<file path="src/rtl/adc_seq_pkg.sv">
package adc_seq_pkg;
  typedef enum logic [1:0] {PH_IDLE, PH_SETUP, PH_BITS} sar_phase_e;

  localparam logic [1:0] CK_DIV_A = 2'b00;
  localparam logic [1:0] CK_DIV_B = 2'b01;
  localparam logic [1:0] CK_DIV_C = 2'b10;
  localparam logic [1:0] CK_RC    = 2'b11;

  function automatic logic is_rc(input logic [2:0] sel);
    return sel[1:0] == CK_RC;
  endfunction
endpackage

</file>
<file path="src/rtl/adc_step_gen.sv">
module adc_step_gen
  import adc_seq_pkg::*;
#(
  parameter int DIV_A = 2,
  parameter int DIV_B = 8,
  parameter int DIV_C = 32
) (
  input  logic       clk_i,
  input  logic       rst_ni,
  input  logic       run_i,
  input  logic [1:0] sel_i,
  input  logic       rc_tick_i,
  output logic       step_o
);
  localparam int CNT_W = $clog2(DIV_C);

  logic [CNT_W-1:0] cnt_q, lim;
  logic rc_sel, hit;

  always_comb begin
    case (sel_i)
      CK_DIV_A: lim = CNT_W'(DIV_A - 1);
      CK_DIV_B: lim = CNT_W'(DIV_B - 1);
      default:  lim = CNT_W'(DIV_C - 1);
    endcase
  end

  assign rc_sel = (sel_i == CK_RC);
  assign hit    = (cnt_q == lim);
  assign step_o = run_i & (rc_sel ? rc_tick_i : hit);

  always_ff @(posedge clk_i or negedge rst_ni) begin
    if (!rst_ni)                      cnt_q <= '0;
    else if (!run_i || hit || rc_sel) cnt_q <= '0;
    else                              cnt_q <= cnt_q + 1'b1;
  end

  // divided steps never come back to back (divisors >= 2)
  p_step_gap_r7: assert property (@(posedge clk_i) disable iff (!rst_ni)
    (step_o && !rc_sel) |=> !step_o);
endmodule

</file>
<file path="src/rtl/adc_sar_core.sv">
module adc_sar_core
  import adc_seq_pkg::*;
#(
  parameter int RES_W = 10
) (
  input  logic             clk_i,
  input  logic             rst_ni,
  input  logic             start_i,
  input  logic             abort_i,
  input  logic             step_i,
  input  logic             cmp_i,
  output logic             active_o,
  output logic             done_o,
  output logic [RES_W-1:0] trial_o,
  output logic [RES_W-1:0] result_o
);
  localparam int IDX_W = $clog2(RES_W);
  localparam logic [RES_W-1:0] MSB_ONE = {1'b1, {(RES_W-1){1'b0}}};
  localparam logic [IDX_W-1:0] TOP_IDX = IDX_W'(RES_W - 1);

  sar_phase_e       phase_q;
  logic [RES_W-1:0] sar_q;
  logic [IDX_W-1:0] idx_q;

  assign active_o = (phase_q != PH_IDLE);
  assign trial_o  = sar_q;
  assign done_o   = (phase_q == PH_BITS) && step_i && (idx_q == '0) && !abort_i;

  always_comb begin
    result_o        = sar_q;
    result_o[idx_q] = cmp_i;
  end

  always_ff @(posedge clk_i or negedge rst_ni) begin
    if (!rst_ni) begin
      phase_q <= PH_IDLE;
      sar_q   <= '0;
      idx_q   <= '0;
    end else if (abort_i) begin
      phase_q <= PH_IDLE;
      sar_q   <= '0;
    end else begin
      unique case (phase_q)
        PH_IDLE: if (start_i) begin
          phase_q <= PH_SETUP;
          sar_q   <= '0;
        end
        PH_SETUP: if (step_i) begin
          sar_q   <= MSB_ONE;
          idx_q   <= TOP_IDX;
          phase_q <= PH_BITS;
        end
        PH_BITS: if (step_i) begin
          if (idx_q == '0) begin
            sar_q   <= '0;
            phase_q <= PH_IDLE;
          end else begin
            sar_q[idx_q]        <= cmp_i;
            sar_q[idx_q - 1'b1] <= 1'b1;
            idx_q               <= idx_q - 1'b1;
          end
        end
        default: phase_q <= PH_IDLE;
      endcase
    end
  end

  p_done_idle_r5: assert property (@(posedge clk_i) disable iff (!rst_ni)
    done_o |=> !active_o);
  p_first_trial_r4: assert property (@(posedge clk_i) disable iff (!rst_ni)
    (phase_q == PH_SETUP && step_i && !abort_i) |=> (trial_o == MSB_ONE));
endmodule

</file>
<file path="src/rtl/adc_res_fmt.sv">
module adc_res_fmt #(
  parameter int RES_W = 10
) (
  input  logic [RES_W-1:0] res_i,
  input  logic             right_i,
  output logic [7:0]       hi_o,
  output logic [7:0]       lo_o
);
  localparam int LO_N = RES_W - 8;

  always_comb begin
    if (right_i) begin
      hi_o = {{(8-LO_N){1'b0}}, res_i[RES_W-1:8]};
      lo_o = res_i[7:0];
    end else begin
      hi_o = res_i[RES_W-1 -: 8];
      lo_o = {res_i[LO_N-1:0], {(8-LO_N){1'b0}}};
    end
  end
endmodule

</file>
<file path="src/rtl/adc_seq_ctrl.sv">
module adc_seq_ctrl
  import adc_seq_pkg::*;
#(
  parameter int RES_W = 10,
  parameter int CH_W  = 3,
  parameter int DIV_A = 2,
  parameter int DIV_B = 8,
  parameter int DIV_C = 32
) (
  input  logic                   clk_i,
  input  logic                   rst_ni,
  input  logic                   wr_i,
  input  logic                   wr_adon_i,
  input  logic                   wr_go_i,
  input  logic [CH_W-1:0]        wr_chan_i,
  input  logic [2:0]             wr_clk_i,
  input  logic                   wr_right_i,
  input  logic                   wr_vref_i,
  input  logic                   ie_i,
  input  logic                   flag_clr_i,
  input  logic                   instr_stb_i,
  input  logic                   sleep_i,
  input  logic                   rc_tick_i,
  input  logic                   cmp_i,
  output logic [RES_W-1:0]       trial_o,
  output logic [(1<<CH_W)-1:0]   chan_sel_o,
  output logic                   vref_o,
  output logic                   pwr_o,
  output logic                   adon_o,
  output logic                   busy_o,
  output logic                   flag_o,
  output logic                   wake_o,
  output logic [7:0]             res_hi_o,
  output logic [7:0]             res_lo_o
);
  localparam int N_CH = 1 << CH_W;

  logic            adon_q, right_q, vref_q, hold_q, asleep_q, pwr_off_q, flag_q, wake_q;
  logic [CH_W-1:0] chan_q;
  logic [2:0]      clk_q;
  logic [7:0]      res_hi_q, res_lo_q, fmt_hi, fmt_lo;
  logic [RES_W-1:0] sar_res;
  logic busy, wr_ok, rc_cur, rc_new, start_req, sar_start, sar_abort;
  logic sar_active, sar_done, step;

  assign busy      = hold_q | sar_active;
  assign wr_ok     = wr_i & ~busy;
  assign rc_cur    = is_rc(clk_q);
  assign rc_new    = is_rc(wr_clk_i);
  assign start_req = wr_ok & wr_go_i & wr_adon_i;
  assign sar_abort = sleep_i & ~rc_cur;
  assign sar_start = (start_req & ~rc_new) | (hold_q & instr_stb_i);

  adc_step_gen #(.DIV_A(DIV_A), .DIV_B(DIV_B), .DIV_C(DIV_C)) u_step (
    .clk_i     (clk_i),
    .rst_ni    (rst_ni),
    .run_i     (sar_active),
    .sel_i     (clk_q[1:0]),
    .rc_tick_i (rc_tick_i),
    .step_o    (step)
  );

  adc_sar_core #(.RES_W(RES_W)) u_sar (
    .clk_i    (clk_i),
    .rst_ni   (rst_ni),
    .start_i  (sar_start),
    .abort_i  (sar_abort),
    .step_i   (step),
    .cmp_i    (cmp_i),
    .active_o (sar_active),
    .done_o   (sar_done),
    .trial_o  (trial_o),
    .result_o (sar_res)
  );

  adc_res_fmt #(.RES_W(RES_W)) u_fmt (
    .res_i   (sar_res),
    .right_i (right_q),
    .hi_o    (fmt_hi),
    .lo_o    (fmt_lo)
  );

  always_ff @(posedge clk_i or negedge rst_ni) begin
    if (!rst_ni) begin
      adon_q  <= 1'b0;
      chan_q  <= '0;
      clk_q   <= '0;
      right_q <= 1'b0;
      vref_q  <= 1'b0;
    end else if (wr_ok) begin
      adon_q  <= wr_adon_i;
      chan_q  <= wr_chan_i;
      clk_q   <= wr_clk_i;
      right_q <= wr_right_i;
      vref_q  <= wr_vref_i;
    end
  end

  // RC start waits for one instruction boundary
  always_ff @(posedge clk_i or negedge rst_ni) begin
    if (!rst_ni)                  hold_q <= 1'b0;
    else if (sar_abort)           hold_q <= 1'b0;
    else if (start_req && rc_new) hold_q <= 1'b1;
    else if (instr_stb_i)         hold_q <= 1'b0;
  end

  always_ff @(posedge clk_i or negedge rst_ni) begin
    if (!rst_ni) begin
      asleep_q  <= 1'b0;
      wake_q    <= 1'b0;
      pwr_off_q <= 1'b0;
      flag_q    <= 1'b0;
    end else begin
      if (sleep_i)                            asleep_q <= 1'b1;
      else if (instr_stb_i || (sar_done && ie_i)) asleep_q <= 1'b0;

      wake_q <= sar_done & asleep_q & ie_i;

      if (sar_abort)                          pwr_off_q <= 1'b1;
      else if (sar_done && asleep_q && !ie_i) pwr_off_q <= 1'b1;
      else if (wr_ok)                         pwr_off_q <= 1'b0;

      if (sar_done)        flag_q <= 1'b1;
      else if (flag_clr_i) flag_q <= 1'b0;
    end
  end

  // result pair is outside the reset domain on purpose
  always_ff @(posedge clk_i) begin
    if (sar_done) begin
      res_hi_q <= fmt_hi;
      res_lo_q <= fmt_lo;
    end
  end

  assign chan_sel_o = adon_q ? (N_CH'(1) << chan_q) : '0;
  assign vref_o     = vref_q;
  assign pwr_o      = adon_q & ~pwr_off_q;
  assign adon_o     = adon_q;
  assign busy_o     = busy;
  assign flag_o     = flag_q;
  assign wake_o     = wake_q;
  assign res_hi_o   = res_hi_q;
  assign res_lo_o   = res_lo_q;

  p_go_off_r3: assert property (@(posedge clk_i) disable iff (!rst_ni)
    (wr_i && !busy_o && !wr_adon_i) |=> !busy_o);
  p_done_r5: assert property (@(posedge clk_i) disable iff (!rst_ni)
    sar_done |=> (!busy_o && flag_o));
  p_hold_r8: assert property (@(posedge clk_i) disable iff (!rst_ni)
    hold_q |-> !sar_active);
  p_abort_r9: assert property (@(posedge clk_i) disable iff (!rst_ni)
    (sleep_i && busy_o && !rc_cur) |=> (!busy_o && !pwr_o && adon_o));
  p_wake_r10: assert property (@(posedge clk_i) disable iff (!rst_ni)
    wake_o |-> flag_o);
  p_sleep_adon_r10: assert property (@(posedge clk_i) disable iff (!rst_ni)
    (sleep_i && !wr_i) |=> $stable(adon_o));
  p_chan_hold_r11: assert property (@(posedge clk_i) disable iff (!rst_ni)
    (wr_i && busy_o) |=> $stable(chan_sel_o));
endmodule

</file>
<file path="config.mk">
export PLATFORM = sky130hd
export DESIGN_NAME = adc_seq_ctrl
export DESIGN_NICKNAME = d
export VERILOG_FILES = /design/src/rtl/adc_seq_pkg.sv /design/src/rtl/adc_step_gen.sv /design/src/rtl/adc_sar_core.sv /design/src/rtl/adc_res_fmt.sv /design/src/rtl/adc_seq_ctrl.sv
export SDC_FILE = /design/constraint.sdc
export NUM_CORES = 1
export LEC_CHECK = 0
export ABC_AREA = 1
export BUFFER_PORTS_ARGS = -buffer_cell sky130_fd_sc_hd__buf_2
export CAP_MARGIN = 15
export CORE_MARGIN = 5
export CORE_UTILIZATION = 25
export CTS_CLUSTER_DIAMETER = 200
export DETAILED_ROUTE_END_ITERATION = 7
export GPL_TIMING_DRIVEN = 1
export PLACE_DENSITY_LB_ADDON = 0.15
export SLEW_MARGIN = 20
export SYNTH_ARGS = -nofsm -noshare
export SYNTH_HDL_FRONTEND = slang
export SYNTH_SLANG_ARGS = --single-unit
</file>
<file path="constraint.sdc">
create_clock -name clk_i -period 2.2 [get_ports clk_i]
set_input_delay 0.11 -clock clk_i [delete_from_list [all_inputs] [get_ports clk_i]]
set_output_delay 0.11 -clock clk_i [all_outputs]
set_load 0.05 [all_outputs]
</file>
## After elaboration in Yosys (flattened, before gate mapping)

Cells that the tools add are included.

- Add/subtract/negate cells: 2
- Order comparisons: 4
- Equal/unequal tests: 13
- Shifts and indexed selects: 1
- Muxes and demuxes: 37
- Bitwise gates (word level): 18
- Reductions and logical operators: 28

Operators by type and width:

| operator | count |
|---|---|
| 2-to-1 mux 10 bit | 5 |
| one-hot mux 10 bit (3 select lines) | 1 |
| 2-to-1 mux 8 bit | 2 |
| 2-to-1 mux 1 bit | 13 |
| 2-to-1 mux 2 bit | 6 |
| 2-to-1 mux 4 bit | 3 |
| bitwise AND 1 bit | 10 |
| bitwise mux 10 bit | 1 |
| < comparator 4 x 5 -> 1 bit, second input constant | 2 |
| OR 10 bit | 1 |
| one-hot mux 5 bit (2 select lines) | 1 |
| logical AND 1 bit | 9 |
| demux 1 bit (select 4 bit) | 2 |
| >= comparator 4 x 1 -> 1 bit, second input constant | 2 |
| one-hot mux 4 bit (2 select lines) | 1 |
| AND reduction 4 bit | 2 |
| nonzero test 2 bit | 4 |
| left shift 1 x 3 -> 8 bit, first input constant | 1 |
| == test 2 bit, second input constant | 3 |
| != test 3 x 1 -> 1 bit, second input constant | 2 |
| != test 3 x 2 -> 1 bit, second input constant | 2 |
| one-hot mux 2 bit (3 select lines) | 1 |
| nonzero test 3 bit | 2 |
| adder 5 x 1 -> 5 bit, second input constant | 1 |
| other kinds (14) | 26 |

- Register bits after elaboration: 50

## Depth between registers and ports, before layout

- Depth after elaboration: 12
- Depth in mapped cells: 11
- Gate-level depth less buffers: 11

## Hierarchy

Synthesis repeated with hierarchy kept, for this count alone.

- Cell total of the unflattened synthesis: 356
- Area total of the unflattened synthesis: 2,859.0 um^2

By module, submodules not included:

| module | instances | cells each | area an instance (um^2) |
|---|---|---|---|
| adc_sar_core | 1 | 185 | 1,244.9 |
| adc_seq_ctrl | 1 | 95 | 1,151.1 |
| adc_step_gen | 1 | 37 | 297.8 |
| adc_res_fmt | 1 | 39 | 165.2 |

## Least setup slack after synthesis

No wires, ideal clock.

- Path type: register to register
- From: reg u_sar.idx_q[0]
- To: reg asleep_q
- Library setup time: 0.118 ns
- Arrival time: 2.174 ns
- Required time: 2.082 ns
- Setup slack: -0.093 ns
- Stages on the path, launching flop included: 10
- Path buffers: 0
- Period minus slack after synthesis: 2.293 ns
- Path through: dfrtp_1 -> inv_1 -> ha_1 -> nand2_1 -> nor3_1 -> nand2_1 -> nor2_1 -> nand2_1 -> nand3_1 -> nand2_1

- Longest elaborated chain between the ends: 6

Ends and longest elaborated chain:

| item | line | text |
|---|---|---|
| start: declaration | adc_sar_core.sv:23 | `logic [IDX_W-1:0] idx_q;` |
| start signal: assignment | adc_sar_core.sv:60 | `idx_q <= idx_q - 1'b1;` |
| zero test 4 bit | adc_sar_core.sv:27 | `assign done_o = (phase_q == PH_BITS) && step_i && (idx_q == '0) && !abort_i;` |
| logical AND 1 bit (2 in series) | adc_sar_core.sv:27 |  |
| net sar_done | adc_seq_ctrl.sv:44 | `logic sar_active, sar_done, step;` |
| logical AND 1 bit | adc_seq_ctrl.sv:115 | `else if (instr_stb_i \|\| (sar_done && ie_i)) asleep_q <= 1'b0;` |
| logical OR 1 bit | adc_seq_ctrl.sv:115 |  |
| nonzero test 2 bit (no source line) | - |  |
| end signal: assignment | adc_seq_ctrl.sv:109 | `asleep_q <= 1'b0;` |
| end signal: assignment | adc_seq_ctrl.sv:114 | `if (sleep_i) asleep_q <= 1'b1;` |
| end signal: assignment | adc_seq_ctrl.sv:115 |  |
| end: declaration | adc_seq_ctrl.sv:38 | `logic adon_q, right_q, vref_q, hold_q, asleep_q, pwr_off_q, flag_q, wake_q;` |

The timed path passes the listed nets, and every way through them passes these cells.
A chain may end at the register's enable or synchronous reset.

## Worst setup path in the final report

- From: reg u_sar.phase_q[0]
- To: reg res_hi_q[1], in the netlist res_hi_o[1], enable pin

- Longest elaborated chain between the ends: 5
- Elaborated cells on any way between the ends: 6
- Classes of those cells: eq/ne: 1; bitwise: 1; reduce/logical: 4

Ends and longest elaborated chain:

| item | line | text |
|---|---|---|
| start: declaration | adc_sar_core.sv:21 | `sar_phase_e phase_q;` |
| start signal: assignment | adc_sar_core.sv:36 | `phase_q <= PH_IDLE;` |
| start signal: assignment | adc_sar_core.sv:40 | `phase_q <= PH_IDLE;` |
| start signal: assignment | adc_sar_core.sv:45 | `phase_q <= PH_SETUP;` |
| nonzero test 2 bit | adc_sar_core.sv:25 | `assign active_o = (phase_q != PH_IDLE);` |
| bitwise AND 1 bit | adc_step_gen.sv:30 | `assign step_o = run_i & (rc_sel ? rc_tick_i : hit);` |
| logical AND 1 bit * (3 in series) | adc_sar_core.sv:27 |  |
| net sar_done | adc_seq_ctrl.sv:44 |  |
| end signal: assignment | adc_seq_ctrl.sv:131 | `res_hi_q <= fmt_hi;` |
| end: declaration | adc_seq_ctrl.sv:41 | `logic [7:0] res_hi_q, res_lo_q, fmt_hi, fmt_lo;` |

The timed path passes the listed nets; every way through them passes the cells marked *.

==> metrics.md <==
| Metric | Value |
|---|---|
| Status | completed |
| Row cnt | 37 |
| Static Leakage | 1.55 nW |
| Cell Area, Synth | 2620 µm² |
| Setup crit start kind | flip-flop |
| Final setup fails | 0 |
| Clock Path Buffers | 2 |
| Number of remaining DRC errors | 0 |
| Synth top area share | between 30% and 40% |
| Total power per unit cell area | 995 nW/µm² |
| Io pins | 59 |
| Cells after DPL | 510 |
| Diodes inserted | 0 |
| Minimum clock period | 2.03 ns |
| Max rail drop VDD | about 0.00035 V |
| Yosys warns | 0 |
| Max Fclk | about 490 MHz |
| Largest net degree at the start of global routing | 35 |
| Synth async-reset ratio | around 70% |
| Area Overhead vs Synth | 23.3% |
| Setup Buffers After CTS | 0 |
| Arrival time at the worst endpoint | between 2 and 2.5 ns |
| Wire per inst | 12.4 µm |
| Setup TNS | 0 ns |
| R2R Path Start | u_sar.phase_q[0]$_DFFE_PN0P_ |
| Reg2reg end | res_hi_o[1]$_DFFE_PP_ |
| Top cells by count, synth | nand2_1, nor2_1, dfrtp_1 |
| Clk slew on worst S/H paths | 0.09 ns |
| Die area | approximately 13000 µm² |
| Initial antenna violation count | 0 |
| Grt total ovfl | 0 |
| Yosys cell types | 31 |
| Die Wd | roughly 110 µm |
| Layout cells sized above 1 | between 20% and 30% |
| FF-to-FF path depth | 7 |
| Worst hold path type | input pin to flip-flop |
| Post-route ant nets | 0 |
| WS Path Type | flip-flop to flip-flop |
| Post-synth top area cell | dfrtp_1 |
| Max-Cap Viols | 0 |
| Worst-Margin Slew | 0.807 ns |
| EDFF count, synth | 16 |
| Initial Util | approximately 26% |
| Sequential element share of the synthesized area | 50.8% |
| Clk_skew | 0.0119 ns |
| Layout Nets | 412 |
| Clock Sinks | 50 |
| Total number of vias | ~2200 |
| Crit Path Max Fanout | 16 |
| Final hold violations | 0 |
| Final period utilization | 92.4% |
| Fill cell count | about 1100 |
| Required time worst endpoint | 2.22 ns |
| WL final | 6440 µm |
| Unrepaired setup endpoints after global routing | false |
| GP Congestion | between 0.7 and 0.8 |
| Multi-input gate area | 1150 µm² |
| Avg Inst Size Synth | around 8.3 µm² |
| Synthesis-stage register bit count | 50 |
| Post-route insts no fill | 520 |
| H-tree depth | 2 |
| Top_reg_cell synth | dfrtp_1 |
| Fin. max-slew vios | 0 |
| Clock tree root driver cell | clkbuf_8 |
| Cells after Synth | 317 |
| Chip height | 112 µm |
| Top cells by area, synth | dfrtp_1, edfxtp_1, nand2_1 |
| Drt via density | between 4 and 5 |
| Most numerous cell in the Yosys netlist | nand2_1 |
| First-pass GRT wire length | roughly 11000 µm |
| Syn_nets | approximately 350 |
| CTS tree | done |
| TritonCTS buffer count | 5 |
| Core area | 10300 µm² |
| Tot GR Track Use | a little over a tenth |
| CP Capture Point | res_hi_o[1]$_DFFE_PP_ |
| Crit path capture type | flip-flop |
| Total area of sequential cells | 1330 µm² |
| DRT iter0 DRCs | 83 |
| Slew margin rel. | ~46% |
| Worst-Skew Late Latency | 0.31 ns |
| Critical Path Start | u_sar.phase_q[0]$_DFFE_PN0P_ |
| Drt pass-1 iters | 4 |
| Vias in the first global route | 2238 |
| Number of I/O port buffers | 57 |
| Slack of the worst reg-to-reg path | ~0.17 ns |
| DP HPWL | 4960 µm |
[routing by layer]
layer / global-route usage [%] / routed length (µm) / part of all wire [%] / vias to the layer above
met2: 17.6 / 3170 / 49 / 41
met3: 2.21 / 252 / 3.9 / 12
li1: - / - / - / 1156
met4: 4.01 / 144 / 2.2 / 0
met5: 0 / 0 / 0 / -
met1: 13.2 / 2880 / 45 / 1036
[cell type report]
type                    count  share of cell area (%)
flip-flops and latches     50                    41.2
multi-input cells         232                    35.6
repair buffers             64                    11.0
inverters                  30                    3.48
well taps                 136                    5.26
clock inverters             3                    1.39
clock buffers               5                    2.13
[per-stage QoR]
step / util, % / setup slack (ns) / power [mW] / hold WS [ns] / cell area, µm²
global placement: 30.1 / 0.164 / 2.58 / 0.262 / 3100
CTS: 31.4 / 0.0886 / 3.27 / 0.00200 / 3230
detailed placement: 30.1 / 0.108 / 2.59 / 0.260 / 3100
floorplan: - / 0.184 / 2.23 / -0.186 / 2630
global route: 31.5 / 0.0274 / 3.45 / 0.0109 / 3230
finish: 31.5 / 0.167 / 3.22 / 0.0113 / 3230
[where the power goes]
group | internal, mW | leakage, nW | total, mW | switching, mW
sequential | 1.09 | 0.591 | 1.24 | 0.152
clock | 0.339 | 0.0504 | 0.670 | 0.331
combinational | 0.379 | 0.910 | 1.30 | 0.924
total | 1.81 | 1.55 | 3.22 | 1.41
[worst min-delay path by stage]
stage / slack (ns) / end / cells after the start / startpoint
5_1_grt: 0.01 / vref_o$_DFFE_PN0P_ / 3 / wr_vref_i
2_1_floorplan: -0.19 / adon_o$_DFFE_PN0P_ / 0 / rst_ni
3_5_place_dp: 0.26 / u_step.cnt_q[4]$_DFF_PN0_ / 1 / rst_ni
4_1_cts: 0.002 / chan_q[2]$_DFFE_PN0P_ / 3 / wr_chan_i[2]
3_3_place_gp: 0.26 / u_step.cnt_q[4]$_DFF_PN0_ / 1 / rst_ni
6_report: 0.01 / chan_q[2]$_DFFE_PN0P_ / 3 / wr_chan_i[2]
[cells in the final DEF (no fill, tap or decap), types with 5 or more instances in the layout]
cell / count
a21oi_1: 24
buf_2: 57
clkbuf_8: 5
dfrtp_1: 34
edfxtp_1: 16
ha_1: 9
inv_1: 26
nand2_1: 79
nand2_2: 5
nand3_1: 26
nor2_1: 52
o21ai_0: 12
[critical path, cell delays in order (launching register included)]
cell	delay (ns)
dfrtp_1	0.42
inv_1	0.12
ha_1	0.23
inv_1	0.13
nor3_1	0.30
nand2_1	0.13
nor2_2	0.24
buf_12	0.18
[registers in the layout (all words and copies together) (netlist names)]
register and cells:
u_sar.trial_o 10, flag_o 1, hold_q 1, vref_o 1, u_sar.idx_q 4, res_hi_o 8
clk_q 2, right_q 1, pwr_off_q 1, asleep_q 1, res_lo_o 8, u_sar.phase_q 2
wake_o 1, chan_q 3, adon_o 1, u_step.cnt_q 5
[timing repair]
item / in CTS / in global routing
endpoints found under the setup margin: 0 / 16
hold buffers: 2 / 0
gates resized for setup: 0 / 1
endpoints found under the hold margin: 35 / 0
[logic make-up after synthesis]
| group | share of synthesized area [%] |
|---|---|
| AND/OR/NAND/NOR | 27.8 |
| flip-flops | 50.8 |
| AO/OA/AOI/OAI | 8.97 |
| buffers and inverters | 5.58 |
| adder cells (fa/ha/maj) | 4.77 |
| XOR/XNOR | 1.00 |
| multiplexers | 1.15 |
Note: power is estimated with default switching activity, not from simulation.
